[src/rtl/mac_pkg.sv]
package mac_pkg;

    typedef enum logic [3:0] {
        OP_IDLE    = 4'd0,
        OP_CONST   = 4'd1,
        OP_PASS    = 4'd2,
        OP_MULT    = 4'd3,
        OP_MULK    = 4'd4,
        OP_MACC    = 4'd5,
        OP_SUM     = 4'd6,
        OP_SATADD  = 4'd7,
        OP_SUMDIFF = 4'd8
    } op_e;

    typedef enum logic [1:0] {
        S_UNCFG = 2'd0,
        S_CLEAR = 2'd1,
        S_ACCUM = 2'd2
    } cell_state_e;

    typedef struct packed {
        logic [3:0] op;
        logic       sgn_a;
        logic       sgn_b;
        logic       byte_mode;
        logic       cin_en;
    } cell_cfg_t;

    // operations that wait for both operands
    function automatic logic needs_pair(input logic [3:0] op);
        return (op == OP_MULT) || (op == OP_MACC) ||
               (op == OP_SATADD) || (op == OP_SUMDIFF);
    endfunction

    // operations triggered by operand A alone
    function automatic logic needs_single(input logic [3:0] op);
        return (op == OP_CONST) || (op == OP_PASS) ||
               (op == OP_MULK) || (op == OP_SUM);
    endfunction

    function automatic logic is_accumulating(input logic [3:0] op);
        return (op == OP_MACC) || (op == OP_SUM);
    endfunction

endpackage

[src/rtl/mac_operand_ext.sv]
module mac_operand_ext #(
    parameter int DW = 16,
    parameter int BW = 8
) (
    input  logic [DW-1:0]        x,
    input  logic                 is_signed,
    input  logic                 byte_mode,
    output logic signed [DW:0]   v
);

    localparam int PAD_B = DW + 1 - BW;

    always_comb begin
        if (byte_mode) begin
            if (is_signed) v = {{PAD_B{x[BW-1]}}, x[BW-1:0]};
            else           v = {{PAD_B{1'b0}},    x[BW-1:0]};
        end else begin
            v = {is_signed & x[DW-1], x};
        end
    end

endmodule

[src/rtl/mac_sat_add.sv]
module mac_sat_add #(
    parameter int DW = 16,
    parameter int BW = 8
) (
    input  logic signed [DW:0] va,
    input  logic signed [DW:0] vb,
    input  logic               cin,
    input  logic               is_signed,
    input  logic               byte_mode,
    output logic [DW-1:0]      y
);

    localparam int SW = DW + 2;

    localparam logic signed [SW-1:0] FULL_UMAX = {2'b00, {DW{1'b1}}};
    localparam logic signed [SW-1:0] FULL_SMAX = {3'b000, {(DW-1){1'b1}}};
    localparam logic signed [SW-1:0] FULL_SMIN = ~FULL_SMAX;
    localparam logic signed [SW-1:0] BYTE_UMAX = {{(SW-BW){1'b0}}, {BW{1'b1}}};
    localparam logic signed [SW-1:0] BYTE_SMAX = {{(SW-BW+1){1'b0}}, {(BW-1){1'b1}}};
    localparam logic signed [SW-1:0] BYTE_SMIN = ~BYTE_SMAX;
    localparam logic [DW-1:0]        BYTE_MASK = {{(DW-BW){1'b0}}, {BW{1'b1}}};

    logic signed [SW-1:0] sum;
    logic signed [SW-1:0] hi;
    logic signed [SW-1:0] lo;
    logic signed [SW-1:0] clamped;

    always_comb begin
        sum = va + vb + $signed({{(SW-1){1'b0}}, cin});
        if (is_signed) begin
            hi = byte_mode ? BYTE_SMAX : FULL_SMAX;
            lo = byte_mode ? BYTE_SMIN : FULL_SMIN;
        end else begin
            hi = byte_mode ? BYTE_UMAX : FULL_UMAX;
            lo = '0;
        end
        if (sum > hi)      clamped = hi;
        else if (sum < lo) clamped = lo;
        else               clamped = sum;
        y = DW'(clamped) & (byte_mode ? BYTE_MASK : {DW{1'b1}});
    end

endmodule

[src/rtl/mac_ctrl.sv]
module mac_ctrl
    import mac_pkg::*;
(
    input  logic        clk,
    input  logic        rst_n,
    input  logic        cfg_we,
    input  logic        acc_fire,
    output cell_state_e state,
    output logic        cfg_ok
);

    cell_state_e state_q;
    cell_state_e state_d;

    // state register
    always_ff @(posedge clk or negedge rst_n) begin
        if (!rst_n) state_q <= S_UNCFG;
        else        state_q <= state_d;
    end

    // transitions: LOAD, START, HOLD
    always_comb begin
        state_d = state_q;
        unique case (state_q)
            S_UNCFG: if (cfg_we) state_d = S_CLEAR;
            S_CLEAR: begin
                if (cfg_we)        state_d = S_CLEAR;
                else if (acc_fire) state_d = S_ACCUM;
            end
            S_ACCUM: if (cfg_we) state_d = S_CLEAR;
            default: state_d = S_UNCFG;
        endcase
    end

    // outputs
    always_comb begin
        state  = state_q;
        cfg_ok = (state_q != S_UNCFG) && !cfg_we;
    end

    AST_LOAD_CLEARS: assert property (@(posedge clk) disable iff (!rst_n)
        cfg_we |=> (state_q == S_CLEAR));

    AST_ACCUM_HOLDS: assert property (@(posedge clk) disable iff (!rst_n)
        (state_q == S_ACCUM && !cfg_we) |=> (state_q == S_ACCUM));

endmodule

[src/rtl/mac_cell.sv]
module mac_cell
    import mac_pkg::*;
#(
    parameter int DW = 16,
    parameter int BW = 8
) (
    input  logic            clk,
    input  logic            rst_n,
    input  logic            cfg_we,
    input  logic [3:0]      cfg_op,
    input  logic            cfg_sgn_a,
    input  logic            cfg_sgn_b,
    input  logic            cfg_byte,
    input  logic            cfg_cin_en,
    input  logic [DW-1:0]   cfg_const,
    input  logic [DW-1:0]   a_data,
    input  logic            a_vld,
    input  logic [DW-1:0]   b_data,
    input  logic            b_vld,
    input  logic            c_in,
    input  logic            first,
    output logic [2*DW-1:0] res_data,
    output logic            res_vld
);

    localparam int AW = 2 * DW;
    localparam logic [DW-1:0] BYTE_MASK = {{(DW-BW){1'b0}}, {BW{1'b1}}};

    cell_cfg_t       cfg_q;
    logic [DW-1:0]   konst_q;
    logic [AW-1:0]   acc_q;
    logic [AW-1:0]   res_q;
    logic            vld_q;

    cell_state_e     state;
    logic            cfg_ok;
    logic            tok_ok;
    logic            acc_fire;

    logic [DW-1:0]        src   [2];
    logic                 sgn   [2];
    logic signed [DW:0]   ext_v [2];

    logic signed [AW-1:0] prod;
    logic [AW-1:0]        addend;
    logic [AW-1:0]        acc_sum;
    logic [DW-1:0]        sat_y;
    logic [DW-1:0]        wmask;
    logic [DW-1:0]        sum_w;
    logic [DW-1:0]        diff_w;
    logic [AW-1:0]        res_d;

    // configuration capture
    always_ff @(posedge clk or negedge rst_n) begin
        if (!rst_n) begin
            cfg_q   <= '0;
            konst_q <= '0;
        end else if (cfg_we) begin
            cfg_q   <= '{op: cfg_op, sgn_a: cfg_sgn_a, sgn_b: cfg_sgn_b,
                         byte_mode: cfg_byte, cin_en: cfg_cin_en};
            konst_q <= cfg_const;
        end
    end

    mac_ctrl u_ctrl (
        .clk      (clk),
        .rst_n    (rst_n),
        .cfg_we   (cfg_we),
        .acc_fire (acc_fire),
        .state    (state),
        .cfg_ok   (cfg_ok)
    );

    // token acceptance
    always_comb begin
        tok_ok   = cfg_ok && a_vld &&
                   (needs_pair(cfg_q.op) ? b_vld : needs_single(cfg_q.op));
        acc_fire = tok_ok && is_accumulating(cfg_q.op);
    end

    // operand selection and extension
    always_comb begin
        src[0] = a_data;
        src[1] = (cfg_q.op == OP_MULK) ? konst_q : b_data;
        sgn[0] = cfg_q.sgn_a;
        sgn[1] = (cfg_q.op == OP_SATADD) ? cfg_q.sgn_a : cfg_q.sgn_b;
    end

    for (genvar i = 0; i < 2; i++) begin : g_ext
        mac_operand_ext #(.DW(DW), .BW(BW)) u_ext (
            .x         (src[i]),
            .is_signed (sgn[i]),
            .byte_mode (cfg_q.byte_mode),
            .v         (ext_v[i])
        );
    end

    mac_sat_add #(.DW(DW), .BW(BW)) u_sat (
        .va        (ext_v[0]),
        .vb        (ext_v[1]),
        .cin       (cfg_q.cin_en & c_in),
        .is_signed (cfg_q.sgn_a),
        .byte_mode (cfg_q.byte_mode),
        .y         (sat_y)
    );

    // arithmetic datapath
    always_comb begin
        prod    = AW'(ext_v[0]) * AW'(ext_v[1]);
        addend  = (cfg_q.op == OP_MACC) ? prod : AW'(ext_v[0]);
        acc_sum = ((state == S_CLEAR) || first ? '0 : acc_q) + addend;
        wmask   = cfg_q.byte_mode ? BYTE_MASK : {DW{1'b1}};
        sum_w   = (a_data + b_data) & wmask;
        diff_w  = (a_data - b_data) & wmask;
    end

    // result selection
    always_comb begin
        unique case (cfg_q.op)
            OP_CONST:          res_d = AW'(konst_q & wmask);
            OP_PASS:           res_d = AW'(a_data & wmask);
            OP_MULT, OP_MULK:  res_d = prod;
            OP_MACC, OP_SUM:   res_d = acc_sum;
            OP_SATADD:         res_d = AW'(sat_y);
            OP_SUMDIFF:        res_d = {diff_w, sum_w};
            default:           res_d = '0;
        endcase
    end

    // accumulator and output registers
    always_ff @(posedge clk or negedge rst_n) begin
        if (!rst_n) begin
            acc_q <= '0;
            res_q <= '0;
            vld_q <= 1'b0;
        end else begin
            vld_q <= tok_ok;
            if (tok_ok)        res_q <= res_d;
            if (cfg_we)        acc_q <= '0;
            else if (acc_fire) acc_q <= acc_sum;
        end
    end

    assign res_data = res_q;
    assign res_vld  = vld_q;

    AST_UNCFG_SILENT: assert property (@(posedge clk) disable iff (!rst_n)
        (state == S_UNCFG && !cfg_we) |=> !res_vld);

    AST_CFG_CYCLE_QUIET: assert property (@(posedge clk) disable iff (!rst_n)
        cfg_we |=> !res_vld);

    AST_NEEDS_A: assert property (@(posedge clk) disable iff (!rst_n)
        !a_vld |=> !res_vld);

    AST_SSAT_POS: assert property (@(posedge clk) disable iff (!rst_n)
        (tok_ok && cfg_q.op == OP_SATADD && cfg_q.sgn_a && !cfg_q.byte_mode &&
         !a_data[DW-1] && !b_data[DW-1]) |=> !res_data[DW-1]);

    AST_USAT_GE: assert property (@(posedge clk) disable iff (!rst_n)
        (tok_ok && cfg_q.op == OP_SATADD && !cfg_q.sgn_a && !cfg_q.byte_mode)
        |=> (res_data[DW-1:0] >= $past(a_data)));

    AST_BYTE_UPPER_ZERO: assert property (@(posedge clk) disable iff (!rst_n)
        (tok_ok && cfg_q.op == OP_SATADD && cfg_q.byte_mode)
        |=> (res_data[AW-1:BW] == '0));

endmodule

[config.mk]
export PLATFORM = sky130hd
export DESIGN_NAME = mac_cell
export DESIGN_NICKNAME = d
export VERILOG_FILES = /design/src/rtl/mac_pkg.sv /design/src/rtl/mac_operand_ext.sv /design/src/rtl/mac_sat_add.sv /design/src/rtl/mac_ctrl.sv /design/src/rtl/mac_cell.sv
export SDC_FILE = /design/constraint.sdc
export NUM_CORES = 1
export LEC_CHECK = 0
export ABC_AREA = 1
export BUFFER_PORTS_ARGS = -buffer_cell sky130_fd_sc_hd__buf_2
export CAP_MARGIN = 10
export CORE_UTILIZATION = 55
export CTS_BUF_LIST = sky130_fd_sc_hd__clkbuf_4
export DETAILED_ROUTE_END_ITERATION = 8
export GPL_TIMING_DRIVEN = 1
export PLACE_DENSITY = 0.75
export SLEW_MARGIN = 20
export SYNTH_ARGS = -nofsm -noshare
export SYNTH_HDL_FRONTEND = slang
export SYNTH_SLANG_ARGS = --single-unit
[constraint.sdc]
create_clock -name clk -period 8.2 [get_ports clk]
set_input_delay 1.64 -clock clk [delete_from_list [all_inputs] [get_ports clk]]
set_output_delay 1.64 -clock clk [all_outputs]
set_load 0.02 [all_outputs]
==> results.cfg <==
[clock_network]
worst_skew_pair.late_latency_ps = 610
cts.clk_slew.worst_paths_ps = 220
cts_root_buffer = clkbuf_4
cts.sink_count = 91
tritoncts = done
cts-buffers-inserted = 9
clock_tree.htree_level_count = 3
number_of_buffers_on_the_longest_clock_path = 2

[global_route]
antenna_found_initial = 2
track_usage = 0.424
grt_overflow = 0
first_pass_grt_wire_length_mm = 124
largest_net_degree_at_the_start_of_global_routing = 69
first_global_vias = 22729

[critical_path]
timing.critical_path.arrival_ps = 9160
worstSetupStartpointType = primary input
setup.worst_path.class = in2reg
worst_path_largest_cell_delay_ps = 570
required_ps = 8740
crit_fanout = 4
worstSetupEndpointType = flop
most_used_cell_cp = fa_1
critPathSlowestCell = fa_1

[routing]
ant_nets = 0
vias_per_cell = 5.72
detail_route.iter0.violations = 2420
routed_wire_length_per_instance_um = 21.1
via_count = 22861
post-route-drc-count = 0
detail_route.wirelength_mm = 84.2
detailedRoute.firstPassIterationCount = 6

[timing]
final-hold-violation-count = 0
slew_headroom = 0.387
period_minus_slack_ps = 8620
fmax_mhz = 116
final-setup-viol-count = 27
min_period_over_period = 1.05
setup_slack_ps = -418
tightest_slew_ps = 919
rsz0062_at_grt = true
worst_clock_skew_ps = 63.4
setup_total_negative_slack_ps = -5710
timing.final.max_slew_violations = 0
hold_slack_ps = 490

[layout]
nFillCells = 2783
layout_nets = 4017
seq_area_um2 = 2280
mostFrequentLayoutCell = nand2_1
most-common-layout-cells = nand2_1, inv_1, buf_4
syn2layout_area_growth_pct = 33.6
final-instance-count-excl-fill = 3997
drive_gt1_frac = 0.295
multi_input_comb_area_um2 = 17800

[die]
design.core.area_um2 = 37000
std_cell_rows = 70
fp.dieW_um = 197
floorplan.initialDensity = 0.564
top_level_ports = 96
die_area_um2 = 38700
dieHeight_um = 197

[synth]
synth_warnings = 0
dominantRegCellSynth = dfrtp_1
synthesis.nets = 3499
postSynth.asyncResetShare = 1.00
ys_types = 58
synth.avg_cell_area_um2 = 7.02
synthCells = 2969
number_of_flip_flops_and_latches_in_the_synthesized_netlist = 91
post_synth_instance_area_um2 = 20800
synth.yosys.seq_area_share = 0.109
synth_edf_count = 0

[min_path]
min_path_type = reg2reg

[placed_design]
post-dp-hpwl_mm = 66.8
placement.io_buffers = 95
place_inst = 3900
gp_congestion = 1.07

[job]
drv.max_cap_violation_count = 0

[outcome]
failing_checks = negative setup slack
outcome = complete, but fails checks
-- Yosys cell counts, types with 18 or more instances --
master / number / area (um^2)
nand3_1: 161 / 806
clkbuf_1: 53 / 199
xor2_1: 27 / 236
nor3_1: 28 / 140
inv_1: 609 / 2290
o21ai_0: 163 / 816
nor2_1: 261 / 980
nand2_1: 718 / 2700
a21oi_1: 141 / 706
fa_1: 287 / 5750
ha_1: 180 / 2250
or2_2: 20 / 125
xnor2_1: 18 / 158
dfrtp_1: 91 / 2280
-- worst paths after layout --
| check | from | to | slack, ps | cells past startpoint |
|---|---|---|---|---|
| min reg2reg | res_data[19] | res_data[19] | 490 | 2 |
| min | res_data[19] | res_data[19] | 490 | 2 |
| min in group asynchronous | rst_n | konst_q[0] | 900 | 1 |
| max reg2reg | cfg_q[4] | res_data[31] | -260 | 38 |
| max | b_data[12] | res_data[31] | -420 | 38 |
| max in group asynchronous | rst_n | acc_q[25] | 6060 | 2 |
-- registers in the layout (all words and copies together), names as in the netlist --
name,count
res_data,32
res_vld,1
konst_q,16
cfg_q,8
u_ctrl.state,2
acc_q,32
-- stage by stage --
stage          area [um^2]   util  worst slack (ps)
6_report             27800  0.753              -418
5_1_grt              27800  0.753              -572
4_1_cts              26100  0.706             -26.7
3_5_place_dp         25300  0.685             -1030
3_3_place_gp         25300  0.685              -956
2_1_floorplan        21400      -             0.411
-- final cells by class --
cell class | count | share of cell area
Timing Repair Buffer | 588 | 0.165
Antenna cell | 1 | 0.0000899
Clock inverter | 7 | 0.00229
Sequential cell | 91 | 0.0818
Clock buffer | 9 | 0.00243
Tap cell | 504 | 0.0226
Multi-Input combinational cell | 2166 | 0.639
Inverter | 631 | 0.0874
-- kinds of logic (layout without fill, tap and decap cells) --
logic type	count (synthesis)	count (layout)	synth area share
AOI/OAI and AO/OA	412	412	0.111
DFF	91	91	0.109
xor gates and xnor gates	45	45	0.0189
adders and majority gates	467	467	0.384
buffers and inverters	712	1235	0.130
and+or+nand+nor	1242	1242	0.247
other	0	1	0
-- per-layer routing --
metal	vias up	wire, um	share of wire	GRT usage
met1	10973	31300	0.37	0.518
li1	10208	-	-	-
met5	-	9	0.00011	0
met3	375	8870	0.11	0.124
met2	1303	38000	0.45	0.677
met4	2	5930	0.070	0.226
-- repair_timing --
action,in CTS,in global routing
setup endpoints to repair,28,35
buffers inserted,18,64
hold buffers,0,0
pin swaps,77,155
gates resized for setup,135,349
-- critical path: cells and delay by family --
kind            cells  cell delay, ps
fa+ha+maj           8            3850
buf+inv             9             790
simple gates       16            1790
compound gates      5            1090
Power is not shown: default switching activity piles up to over one toggle a cycle in this logic, so the estimate is an artifact.
